File: src/rtl/jdc_pkg.sv
package jdc_pkg;

  localparam int RING_W  = 5;
  localparam int BCD_W   = 4;

  typedef logic [RING_W-1:0] ring_t;
  typedef logic [BCD_W-1:0]  bcd_t;

  localparam ring_t RING_ZERO = '0;
  localparam ring_t RING_NINE = ring_t'(1) << (RING_W - 1);

  // A valid shifting-ones pattern has at most one place where
  // neighbouring bits differ.
  function automatic logic ring_legal(input ring_t r);
    int edges;
    edges = 0;
    for (int i = 0; i < RING_W - 1; i++) begin
      if (r[i] != r[i+1]) edges++;
    end
    return (edges <= 1);
  endfunction

  function automatic bcd_t ring_to_bcd(input ring_t r);
    int ones;
    bcd_t val;
    ones = $countones(r);
    if (!ring_legal(r))      val = '0;
    else if (r[RING_W-1])    val = bcd_t'(2 * RING_W - ones);
    else                     val = bcd_t'(ones);
    return val;
  endfunction

  function automatic ring_t ring_advance(input ring_t r);
    ring_t nxt;
    if (ring_legal(r)) nxt = {r[RING_W-2:0], ~r[RING_W-1]};
    else               nxt = RING_ZERO;
    return nxt;
  endfunction

endpackage

File: src/rtl/jdc_rst_sync.sv
module jdc_rst_sync #(
  parameter int STAGES = 2
) (
  input  logic clk,
  input  logic rst_n,
  output logic rst_sync_n
);

  logic [STAGES-1:0] chain_q;
  logic [STAGES-1:0] chain_d;

  always_comb begin
    chain_d = {chain_q[STAGES-2:0], 1'b1};
  end

  always_ff @(posedge clk or negedge rst_n) begin
    if (!rst_n) chain_q <= '0;
    else        chain_q <= chain_d;
  end

  assign rst_sync_n = chain_q[STAGES-1];

endmodule

File: src/rtl/jdc_digit.sv
module jdc_digit
  import jdc_pkg::*;
(
  input  logic clk,
  input  logic rst_n,
  input  logic clr,
  input  logic en,
  output bcd_t bcd,
  output logic tc
);

  ring_t ring_q;
  ring_t ring_d;

  always_comb begin
    ring_d = ring_q;
    if (clr)     ring_d = RING_ZERO;
    else if (en) ring_d = ring_advance(ring_q);
  end

  always_ff @(posedge clk or negedge rst_n) begin
    if (!rst_n) ring_q <= RING_ZERO;
    else        ring_q <= ring_d;
  end

  assign bcd = ring_to_bcd(ring_q);
  // Terminal count: digit nine and this stage is being stepped.
  assign tc  = en && (ring_q == RING_NINE);

endmodule

File: src/rtl/jdc_blank.sv
module jdc_blank
  import jdc_pkg::*;
#(
  parameter int NUM_DIGITS = 3
) (
  input  logic                        blank_en,
  input  logic [NUM_DIGITS*BCD_W-1:0] bcd_flat,
  output logic [NUM_DIGITS-1:0]       blank
);

  logic [NUM_DIGITS:0] zero_from;

  assign zero_from[NUM_DIGITS] = 1'b1;

  for (genvar i = NUM_DIGITS - 1; i >= 0; i--) begin : g_zero
    assign zero_from[i] = zero_from[i+1] &&
                          (bcd_flat[i*BCD_W +: BCD_W] == '0);
  end

  assign blank[0] = 1'b0;

  for (genvar i = 1; i < NUM_DIGITS; i++) begin : g_flag
    assign blank[i] = blank_en && zero_from[i];
  end

endmodule

File: src/rtl/jdc_counter3.sv
module jdc_counter3
  import jdc_pkg::*;
#(
  parameter int NUM_DIGITS = 3
) (
  input  logic                        clk,
  input  logic                        rst_n,
  input  logic                        clr,
  input  logic                        cnt_en,
  input  logic                        blank_en,
  output logic [NUM_DIGITS*BCD_W-1:0] bcd_o,
  output logic [NUM_DIGITS-1:0]       blank_o,
  output logic                        carry_o
);

  logic                  rst_core_n;
  logic [NUM_DIGITS:0]   stage_en;
  logic [NUM_DIGITS-1:0] stage_tc;
  logic                  carry_d;
  logic                  carry_q;

  jdc_rst_sync #(.STAGES(2)) u_rst_sync (
    .clk        (clk),
    .rst_n      (rst_n),
    .rst_sync_n (rst_core_n)
  );

  assign stage_en[0] = cnt_en;

  for (genvar i = 0; i < NUM_DIGITS; i++) begin : g_digit
    jdc_digit u_digit (
      .clk (clk),
      .rst_n (rst_core_n),
      .clr (clr),
      .en  (stage_en[i]),
      .bcd (bcd_o[i*BCD_W +: BCD_W]),
      .tc  (stage_tc[i])
    );
    assign stage_en[i+1] = stage_tc[i];
  end

  jdc_blank #(.NUM_DIGITS(NUM_DIGITS)) u_blank (
    .blank_en (blank_en),
    .bcd_flat (bcd_o),
    .blank    (blank_o)
  );

  always_comb begin
    carry_d = stage_en[NUM_DIGITS] && !clr;
  end

  always_ff @(posedge clk or negedge rst_core_n) begin
    if (!rst_core_n) carry_q <= 1'b0;
    else             carry_q <= carry_d;
  end

  assign carry_o = carry_q;

endmodule

File: config.mk
export PLATFORM = sky130hd
export DESIGN_NAME = jdc_counter3
export DESIGN_NICKNAME = d
export VERILOG_FILES = /design/src/rtl/jdc_pkg.sv /design/src/rtl/jdc_rst_sync.sv /design/src/rtl/jdc_digit.sv /design/src/rtl/jdc_blank.sv /design/src/rtl/jdc_counter3.sv
export SDC_FILE = /design/constraint.sdc
export NUM_CORES = 1
export LEC_CHECK = 0
export CAP_MARGIN = 10
export CORE_MARGIN = 2
export CORE_UTILIZATION = 45
export CTS_CLUSTER_DIAMETER = 100
export DETAILED_ROUTE_END_ITERATION = 7
export GPL_ROUTABILITY_DRIVEN = 1
export PLACE_DENSITY = 0.67
export SETUP_SLACK_MARGIN = 0.02
export SLEW_MARGIN = 20
export SYNTH_ARGS = -nofsm -noshare
export SYNTH_HDL_FRONTEND = slang
export SYNTH_SLANG_ARGS = --single-unit
File: constraint.sdc
create_clock -name clk -period 4.87 [get_ports clk]
set_clock_uncertainty 0.15 [all_clocks]
set_input_delay 1.2175 -clock clk [delete_from_list [all_inputs] [get_ports clk]]
set_output_delay 1.2175 -clock clk [all_outputs]
set_load 0.02 [all_outputs]
* Word level (Yosys, flattened, before mapping) *
Cells that the tools add are included.

operators by class
  equal/unequal tests = 15
  mux-type cells = 60
  order comparisons = 6
  bitwise operators = 3
  add/sub/neg operators = 33
  reduce and logical (&&, ||, !) cells = 13

operator list
  operator               count
  $mux 32                42
  $add 32x2->32 const B  15
  $le 32x2->1 const B    6
  $mux 5                 9
  $mux 4                 6
  $eq 5x5->1 const B     3
  $add 1x1->2            6
  $add 4x1->4            3
  $add 4x4->4            3
  $ne 1x1->1             12
  $sub 4x4->4 const A    3
  $logic_not 4->1        2
  $logic_and 1x1->1      7
  $add 1x1->2 const B    3
  $reduce_bool 2->1      3
  $mux 1                 3
  $not 1->1              3
  $logic_not 1->1        1

storage, ports and cells
  output and inout port bits = 16
  word-level logic and storage cells = 135
  bits of input ports = 5
  bits in registers = 18

* Depth between registers and ports, before layout *
Gate-level depths: netlist of run 1.

  word-level depth = 21
  mapped depth = 11

* Cells and area by module *
From an unflattened synthesis of run 1, not the netlist that was laid out.

second synthesis, totals
  cells, all modules = 172
  area total of the unflattened synthesis = 1,695.4 um^2

by module, submodules not included
  module                               instances  area an instance (um^2)  cells an instance
  jdc_digit at g_digit[1].u_digit ...  2          506.7                    52
  jdc_digit at g_digit[0].u_digit      1          543.0                    56
  jdc_rst_sync                         1          53.8                     3
  jdc_blank                            1          46.3                     7
  jdc_counter3                         1          38.8                     2

* Least setup slack after synthesis of run 1 *
OpenSTA, ideal clock, no wires.

  path type = register to output
  start = reg g_digit[2].u_digit.ring_q[2]
  end = out blank_o[1]
  arrival time = 2.858 ns
  stages on the path, launching flop included = 12
  path slack = 0.645 ns
  data required time = 3.503 ns
  cells stage by stage = dfrtp_1 -> inv_1 -> ha_1 -> xor2_1 -> ha_1 -> a21o_1 -> fa_1 -> ha_1 -> nand4_1 -> a21oi_1 -> o21a_1 -> o21a_1

between the ends
  cells in the longest elaborated chain, start to end = 11
  elaborated cells between the ends (all ways) = 17
  classes of those cells = 6 x add/sub; 1 x order compare; 2 x eq/ne; 5 x mux; 3 x reduce/logical

RTL lines
  what                    line                RTL
  from (decl)             jdc_digit.sv:12     ring_t ring_q;
  from (signal assigned)  jdc_digit.sv:23     else ring_q <= ring_d;
  $ne 1x1->1              jdc_pkg.sv:18       if (r[i] != r[i+1]) edges++;
  $mux 32                 jdc_pkg.sv:18
  $add 32x2->32           jdc_pkg.sv:18
  $mux 32                 jdc_pkg.sv:18
  $add 32x2->32           jdc_pkg.sv:18
  $mux 32                 jdc_pkg.sv:18
  $le 32x2->1             jdc_pkg.sv:20       return (edges <= 1);
  $mux 4 *                jdc_pkg.sv:27       if (!ring_legal(r)) val = '0;
  $logic_not 4->1 *       jdc_blank.sv:17     (bcd_flat[i*BCD_W +: BCD_W] == '0);
  $logic_and 1x1->1 *     jdc_blank.sv:16     assign zero_from[i] = zero_from[i+1] &&
  $logic_and 1x1->1 *     jdc_blank.sv:23     assign blank[i] = blank_en && zero_from[i];
  to (decl)               jdc_counter3.sv:12  output logic [NUM_DIGITS-1:0] blank_o,

Mark *: on every way between the ends. The rest lies on a longest branch, timed or not.

* Worst setup path after layout of run 1 *
  start = reg g_digit[0].u_digit.ring_q[2]
  end = out bcd_o[2]

between the ends
  cells in the longest elaborated chain, start to end = 8
  elaborated cells between the ends (all ways) = 14
  classes of those cells = 6 x add/sub; 1 x order compare; 2 x eq/ne; 5 x mux

RTL lines
  what                    line                RTL
  from (decl)             jdc_digit.sv:12
  from (signal assigned)  jdc_digit.sv:23
  $ne 1x1->1              jdc_pkg.sv:18
  $mux 32                 jdc_pkg.sv:18
  $add 32x2->32           jdc_pkg.sv:18
  $mux 32                 jdc_pkg.sv:18
  $add 32x2->32           jdc_pkg.sv:18
  $mux 32                 jdc_pkg.sv:18
  $le 32x2->1             jdc_pkg.sv:20
  $mux 4 *                jdc_pkg.sv:27
  to (decl)               jdc_counter3.sv:11  output logic [NUM_DIGITS*BCD_W-1:0] bcd_o,

Marked as above.

==> results.sh, run 1 <==
export IMPL_power_mw=0.283
export IMPL_overflow=0
export IMPL_p_per_area_mw_per_mm2=151
export IMPL_max_stage_delay_ps=630
export IMPL_comb_power_share=0.130
export IMPL_routed_wl_um=3090
export IMPL_h_tree_depth=1
export IMPL_dp_slack_ps=141
export IMPL_dp_hpwl_um=2430
export IMPL_syn_nets=190
export IMPL_synth_warnings=0
export IMPL_yosysUniqueCellTypes=47
export IMPL_die_w_um=63.7
export IMPL_cts_made_buffers=3
export IMPL_ir_worst_vdd_uv=214
export IMPL_vias_per_cell=5.47
export IMPL_ff2ff_setup_slack_ps=2270
export IMPL_wl_per_cell_um=13.6
export IMPL_fin_crit_sh=0.958
export IMPL_antenna_found_initial=0
export IMPL_num_vias=1241
export IMPL_worst_slew_pin_slew_ps=642
export IMPL_switchingPower_mw=0.0689
export IMPL_numClockSinks=18
export IMPL_clk_latency_ps=290
export IMPL_area_growth_pct=16.8
export IMPL_ctsLongestPathBuffers=2
export IMPL_hold_viol=0
export IMPL_crit_arrival_ps=3300
export IMPL_port_buffers=19
export IMPL_std_cell_rows=21
export IMPL_rsz0062_at_grt="false"
export IMPL_layout_common_cells="ha_1 (19), inv_1 (18), nor2_1 (13), dfrtp_1 (13), clkdlybuf4s50_1 (10)"
export IMPL_slew_viol_final=0
export IMPL_dp_cells=222
export IMPL_max_clock_freq_mhz=214
export IMPL_critPathCaptureType="output pin"
export IMPL_final_util=0.552
export IMPL_die_height_um=63.7
export IMPL_setup_ws_ps=203
export IMPL_drc=0
export IMPL_seqPwrFrac=0.557
export IMPL_grtUsageTotal=0.168
export IMPL_max_slew_margin_rel=0.572
export IMPL_fin_nets=210
export IMPL_hp_class="flop to async pin"
export IMPL_required_ps=3500
export IMPL_hold_buffers=0
export IMPL_layout_drive_gt1_share=0.138
export IMPL_coreArea_mm2=0.00339
export IMPL_synth_ff_type="dfrtp_1"
export IMPL_intPower_mw=0.214
export IMPL_seq_area_frac_synth=0.281
export IMPL_final_common_cell="ha_1"
export IMPL_synth_edf_count=0
export IMPL_p_clk_frac=0.313
export IMPL_ant_nets=0
export IMPL_gp_congestion=0.812
export IMPL_ys_seq_elements=18
export IMPL_clkSlewWorstSetupHoldPaths_ps=100
export IMPL_synthesis_area_mm2=0.00160
export IMPL_cts_tree="yes"
export IMPL_cp_start_kind="flop"
export IMPL_n_fill_cell=301
export IMPL_synth_avg_cell_area_um2=9.89
export IMPL_stdcell_count=227
export IMPL_num_antenna_cells=0
export IMPL_path_class="flop to output pin"
export IMPL_slowest_stage="clkdlybuf4s50_1"
export IMPL_dr_pass1_iters=4
export IMPL_leakagePower_nw=0.994
export IMPL_grt_pass1_wl_um=5500
export IMPL_design_die_area_mm2=0.00405
export IMPL_grt_max_degree=17
export IMPL_cp_cell_sequence="inv_1 -> ha_1 -> fa_1 -> fa_1 -> ha_1 -> nand2_1 -> xor2_1 -> nor2_1 -> clkdlybuf4s50_1"
export IMPL_synth_cells=162
export IMPL_cts_root_buf="clkbuf_4"
export IMPL_cp_max_fo=8
export IMPL_first_iter_violations=40
export IMPL_synth_async_sr_flop_share=1.00
export IMPL_first_global_vias=1243
export IMPL_final_setup_viol_count=0
export IMPL_finalSetupTns_ps=0
export IMPL_start_util=0.472
export IMPL_maxCapViolCount=0
export IMPL_power_switching_share=0.244
export IMPL_io_pins=21
export IMPL_period_minus_slack_ps=4670
export IMPL_outcome="completed"
## layer usage
metal,track usage,part of all wire
met1,0.208,0.44
met2,0.313,0.54
met3,0.0321,0.020
met4,0.00815,0.0023
met5,0,0
## synthesized netlist by cell type, types with 2 or more instances
cell type | number | area (um2)
fa_1 | 4 | 80.1
nor3_1 | 2 | 10.0
o21a_1 | 2 | 15.0
nand2_1 | 9 | 33.8
nor3b_1 | 2 | 15.0
xor2_1 | 7 | 61.3
nor2_1 | 13 | 48.8
ha_1 | 19 | 238
o31ai_1 | 2 | 15.0
o22ai_1 | 3 | 18.8
a21oi_1 | 5 | 25.0
a21o_1 | 2 | 15.0
xnor2_1 | 6 | 52.6
a2111oi_2 | 2 | 30.0
conb_1 | 2 | 7.51
inv_1 | 18 | 67.6
nand4_1 | 3 | 18.8
nand3_1 | 4 | 20.0
a22o_1 | 9 | 78.8
o211ai_1 | 2 | 15.0
dfrtp_1 | 18 | 450
buf_4 | 2 | 15.0
buf_6 | 2 | 22.5
## logic make-up (layout without fill, tap and decap cells)
| kind of cell | count (synthesis) | after routing | share of synthesized area |
|---|---|---|---|
| compound gates | 36 | 36 | 0.199 |
| xor+xnor | 14 | 14 | 0.0813 |
| fa+ha+maj | 24 | 24 | 0.205 |
| buf+inv | 23 | 42 | 0.0687 |
| flops | 18 | 18 | 0.281 |
| mux | 2 | 2 | 0.0164 |
| other cells | 2 | 2 | 0.00469 |
| simple gates | 43 | 43 | 0.143 |
## through the flow
stage	hold slack (ps)	instance area, um2
3_5_place_dp	134	1810
3_3_place_gp	117	1810
6_report	112	1870
4_1_cts	134	1850
2_1_floorplan	49.8	1600
5_1_grt	170	1870
## final cells by class
cell class                 instances  area [um2]  share of cell area
sequential                        18         457               0.244
multi-input combinational        121        1040               0.558
tap                               46        57.6              0.0308
inverter                          18        67.6              0.0361
timing repair buffer              20         209               0.112
clock buffer                       4        36.3              0.0194
## registers in the layout, indices dropped and copies added (netlist names)
register                flops
carry_o                     1
u_rst_sync.chain_q          2
g_digit.u_digit.ring_q     15
## worst paths after layout
path                            cells past startpoint                          from                      endpoint
worst max-delay path                                9  g_digit[0].u_digit.ring_q[2]                      bcd_o[2]
worst min-delay path                                0         u_rst_sync.chain_q[1]                       carry_o
worst max register to register                      8  g_digit[0].u_digit.ring_q[0]  g_digit[0].u_digit.ring_q[4]
worst min register to register                      0         u_rst_sync.chain_q[1]                       carry_o
max in group asynchronous                           1                         rst_n         u_rst_sync.chain_q[1]
min in group clk                                    0         u_rst_sync.chain_q[0]         u_rst_sync.chain_q[1]
## timing repair
item	4_1_cts	5_1_grt
buffers inserted	1	0
endpoints found under the setup margin	2	9
gates resized for setup	3	14
## power by group through the flow
stage               clock network [mW]  registers [mW]  logic [mW]
floorplan                            0           0.158      0.0246
global placement                     0           0.160      0.0358
detailed placement                   0           0.160      0.0376
CTS                             0.0931           0.158      0.0370
global route                    0.0990           0.158      0.0403
finish                          0.0883           0.157      0.0368
## worst max-delay path: cells and delay by family (launching register included)
family | cells | cell delay, ps
adder cells (fa/ha/maj) | 4 | 1540
buffers and inverters | 2 | 690
flip-flops | 1 | 450
AND/OR/NAND/NOR | 2 | 180
XOR/XNOR | 1 | 160
(Power assumes the default switching activity.)
==> run 2: changes to the inputs <==
--- a/config.mk
+++ b/config.mk
@@ -8,6 +8,7 @@
 export CAP_MARGIN = 10
 export CORE_MARGIN = 2
 export CORE_UTILIZATION = 45
+export CTS_BUF_LIST = sky130_fd_sc_hd__clkbuf_8
 export CTS_CLUSTER_DIAMETER = 100
 export DETAILED_ROUTE_END_ITERATION = 7
 export GPL_ROUTABILITY_DRIVEN = 1
==> run 2 against run 1 <==
  * Combinational power increased by 1%
  * Count of clock-buffer cells in the layout unchanged
  * Critical path depth increased by 2
  * Setup slack got worse by 26 ps
  * Via count decreased by 0.48%
  * Maximum frequency decreased by 0.54%
  * Register-to-register slack got worse by 30 ps
  * Critical path type unchanged
  * Largest cell class unchanged
  * Largest power group unchanged
  * Highest routed layer unchanged
==> results.sh, run 2 (synthesis gave the netlist of run 1 again) <==
export IMPL_period_minus_slack_ps=4690
export IMPL_critPathBufInv=2
export IMPL_outcome="completed"
export IMPL_rsz0062_at_grt="false"
export IMPL_cts_root_buf="clkbuf_8"
export IMPL_die_height_um=63.7
export IMPL_io_pins=21
export IMPL_final_area_mm2=0.00188
export IMPL_coreArea_mm2=0.00339
export IMPL_start_util=0.472
export IMPL_first_iter_violations=39
export IMPL_dr_pass1_iters=4
export IMPL_hp_class="flop to async pin"
export IMPL_std_cell_rows=21
export IMPL_met3RoutedLength_um=80
export IMPL_h_tree_depth=1
export IMPL_max_stage_delay_ps=610
export IMPL_routed_wl_um=3070
export IMPL_port_buffers=19
export IMPL_area_growth_pct=17.5
export IMPL_num_antenna_cells=0
export IMPL_drc=0
export IMPL_num_vias=1235
export IMPL_ir_worst_vdd_uv=131
export IMPL_ff2ff_setup_slack_ps=2240
export IMPL_max_clock_freq_mhz=213
export IMPL_path_class="flop to output pin"
export IMPL_ant_nets=0
export IMPL_crit_cells=11
export IMPL_r2r_start="g_digit[0].u_digit.ring_q[1]"
export IMPL_gp_congestion=0.812
export IMPL_slew_viol_final=0
export IMPL_die_w_um=63.7
export IMPL_worst_slew_pin_slew_ps=647
export IMPL_wl_per_cell_um=13.6
export IMPL_grt_pass1_wl_um=5550
export IMPL_antenna_found_initial=0
export IMPL_required_ps=3500
export IMPL_slowest_stage="clkdlybuf4s50_1"
export IMPL_cts_made_buffers=3
export IMPL_cp_start_kind="flop"
export IMPL_top_register="g_digit.u_digit.ring_q"
export IMPL_critPathCaptureType="output pin"
export IMPL_final_setup_viol_count=0
export IMPL_overflow=0
export IMPL_path_delay_family="adder cells"
export IMPL_highest_layer="met4"
export IMPL_first_global_vias=1250
export IMPL_cts_setup_buffers=0
export IMPL_r2r_end="g_digit[0].u_digit.ring_q[4]"
export IMPL_cp_cell_sequence="inv_1 -> ha_1 -> xor2_1 -> ha_1 -> a21o_1 -> fa_1 -> ha_1 -> nand2_1 -> xor2_1 -> nor2_1 -> clkdlybuf4s50_1"
export IMPL_wl_met2_um=1640
export IMPL_crit_start="g_digit[2].u_digit.ring_q[2]"
export IMPL_grtUsageTotal=0.171
export IMPL_clkSlewWorstSetupHoldPaths_ps=70
export IMPL_wl_met1_um=1330
export IMPL_worstSetupEndpoint="bcd_o[10]"
export IMPL_crit_arrival_ps=3330
export IMPL_largest_reg_flops=15
export IMPL_leakagePower_nw=0.950
export IMPL_layout_common_cells="ha_1 (19), inv_1 (18), dfrtp_1 (14)"
export IMPL_clk_latency_ps=250
export IMPL_placed_cell_area_mm2=0.00181
export IMPL_crit_top_cell="ha_1"
export IMPL_layout_drive_gt1_share=0.122
export IMPL_finalSetupTns_ps=0
export IMPL_hold_viol=0
export IMPL_fin_crit_sh=0.964
export IMPL_grt_max_degree=17
export IMPL_worst_r2r_path_depth=8
export IMPL_max_slew_margin_rel=0.569
export IMPL_design_die_area_mm2=0.00405
export IMPL_fin_nets=209
export IMPL_cts_tree="yes"
export IMPL_final_common_cell="ha_1"
export IMPL_maxCapViolCount=0
export IMPL_numClockSinks=18
export IMPL_dp_hpwl_um=2430
export IMPL_p_per_area_mw_per_mm2=167
export IMPL_vias_per_cell=5.46
export IMPL_hold_buffers=0
export IMPL_ctsLongestPathBuffers=2
export IMPL_power_mw=0.314
export IMPL_cp_max_fo=7
run 2: area by class of cell:
cell class | count | area (um2)
Tap cell | 46 | 57.6
Inverter | 18 | 67.6
Sequential cell | 18 | 455
Timing Repair Buffer | 19 | 203
Clock buffer | 4 | 55.1
Fill cell | 301 | 1510
Multi-Input combinational cell | 121 | 1040
run 2: metrics by stage:
step	std cells	setup slack [ps]	hold slack (ps)	utilization
finish	226	177	113	0.555
global route	226	28.5	174	0.555
CTS	226	29.7	135	0.549
detailed placement	222	141	134	0.533
global placement	222	244	117	0.533
floorplan	162	645	49.8	-
run 2: power breakdown:
group / internal (mW) / switching [mW] / leakage (nW)
clock network: 0.0718 / 0.0477 / 0.0288
logic: 0.0170 / 0.0203 / 0.683
registers: 0.152 / 0.00574 / 0.239
total: 0.241 / 0.0737 / 0.950
run 2: worst min path at each step:
stage | to | slack [ps] | cells past startpoint
CTS | carry_o | 130 | 0
global route | carry_o | 170 | 0
detailed placement | g_digit[2].u_digit.ring_q[0] | 130 | 0
global placement | g_digit[2].u_digit.ring_q[1] | 120 | 0
finish | carry_o | 110 | 0
floorplan | carry_o | 50 | 0
run 2: metal layers:
| metal | vias to the layer above | global-route usage |
|---|---|---|
| met4 | 0 | 0.0245 |
| met5 | - | 0 |
| met2 | 18 | 0.314 |
| met3 | 3 | 0.0321 |
| met1 | 609 | 0.209 |
| li1 | 605 | - |
run 2: timing repair:
item / 4_1_cts / 5_1_grt
hold endpoints to repair: 0 / 0
setup endpoints to repair: 2 / 9
resized for setup: 2 / 10
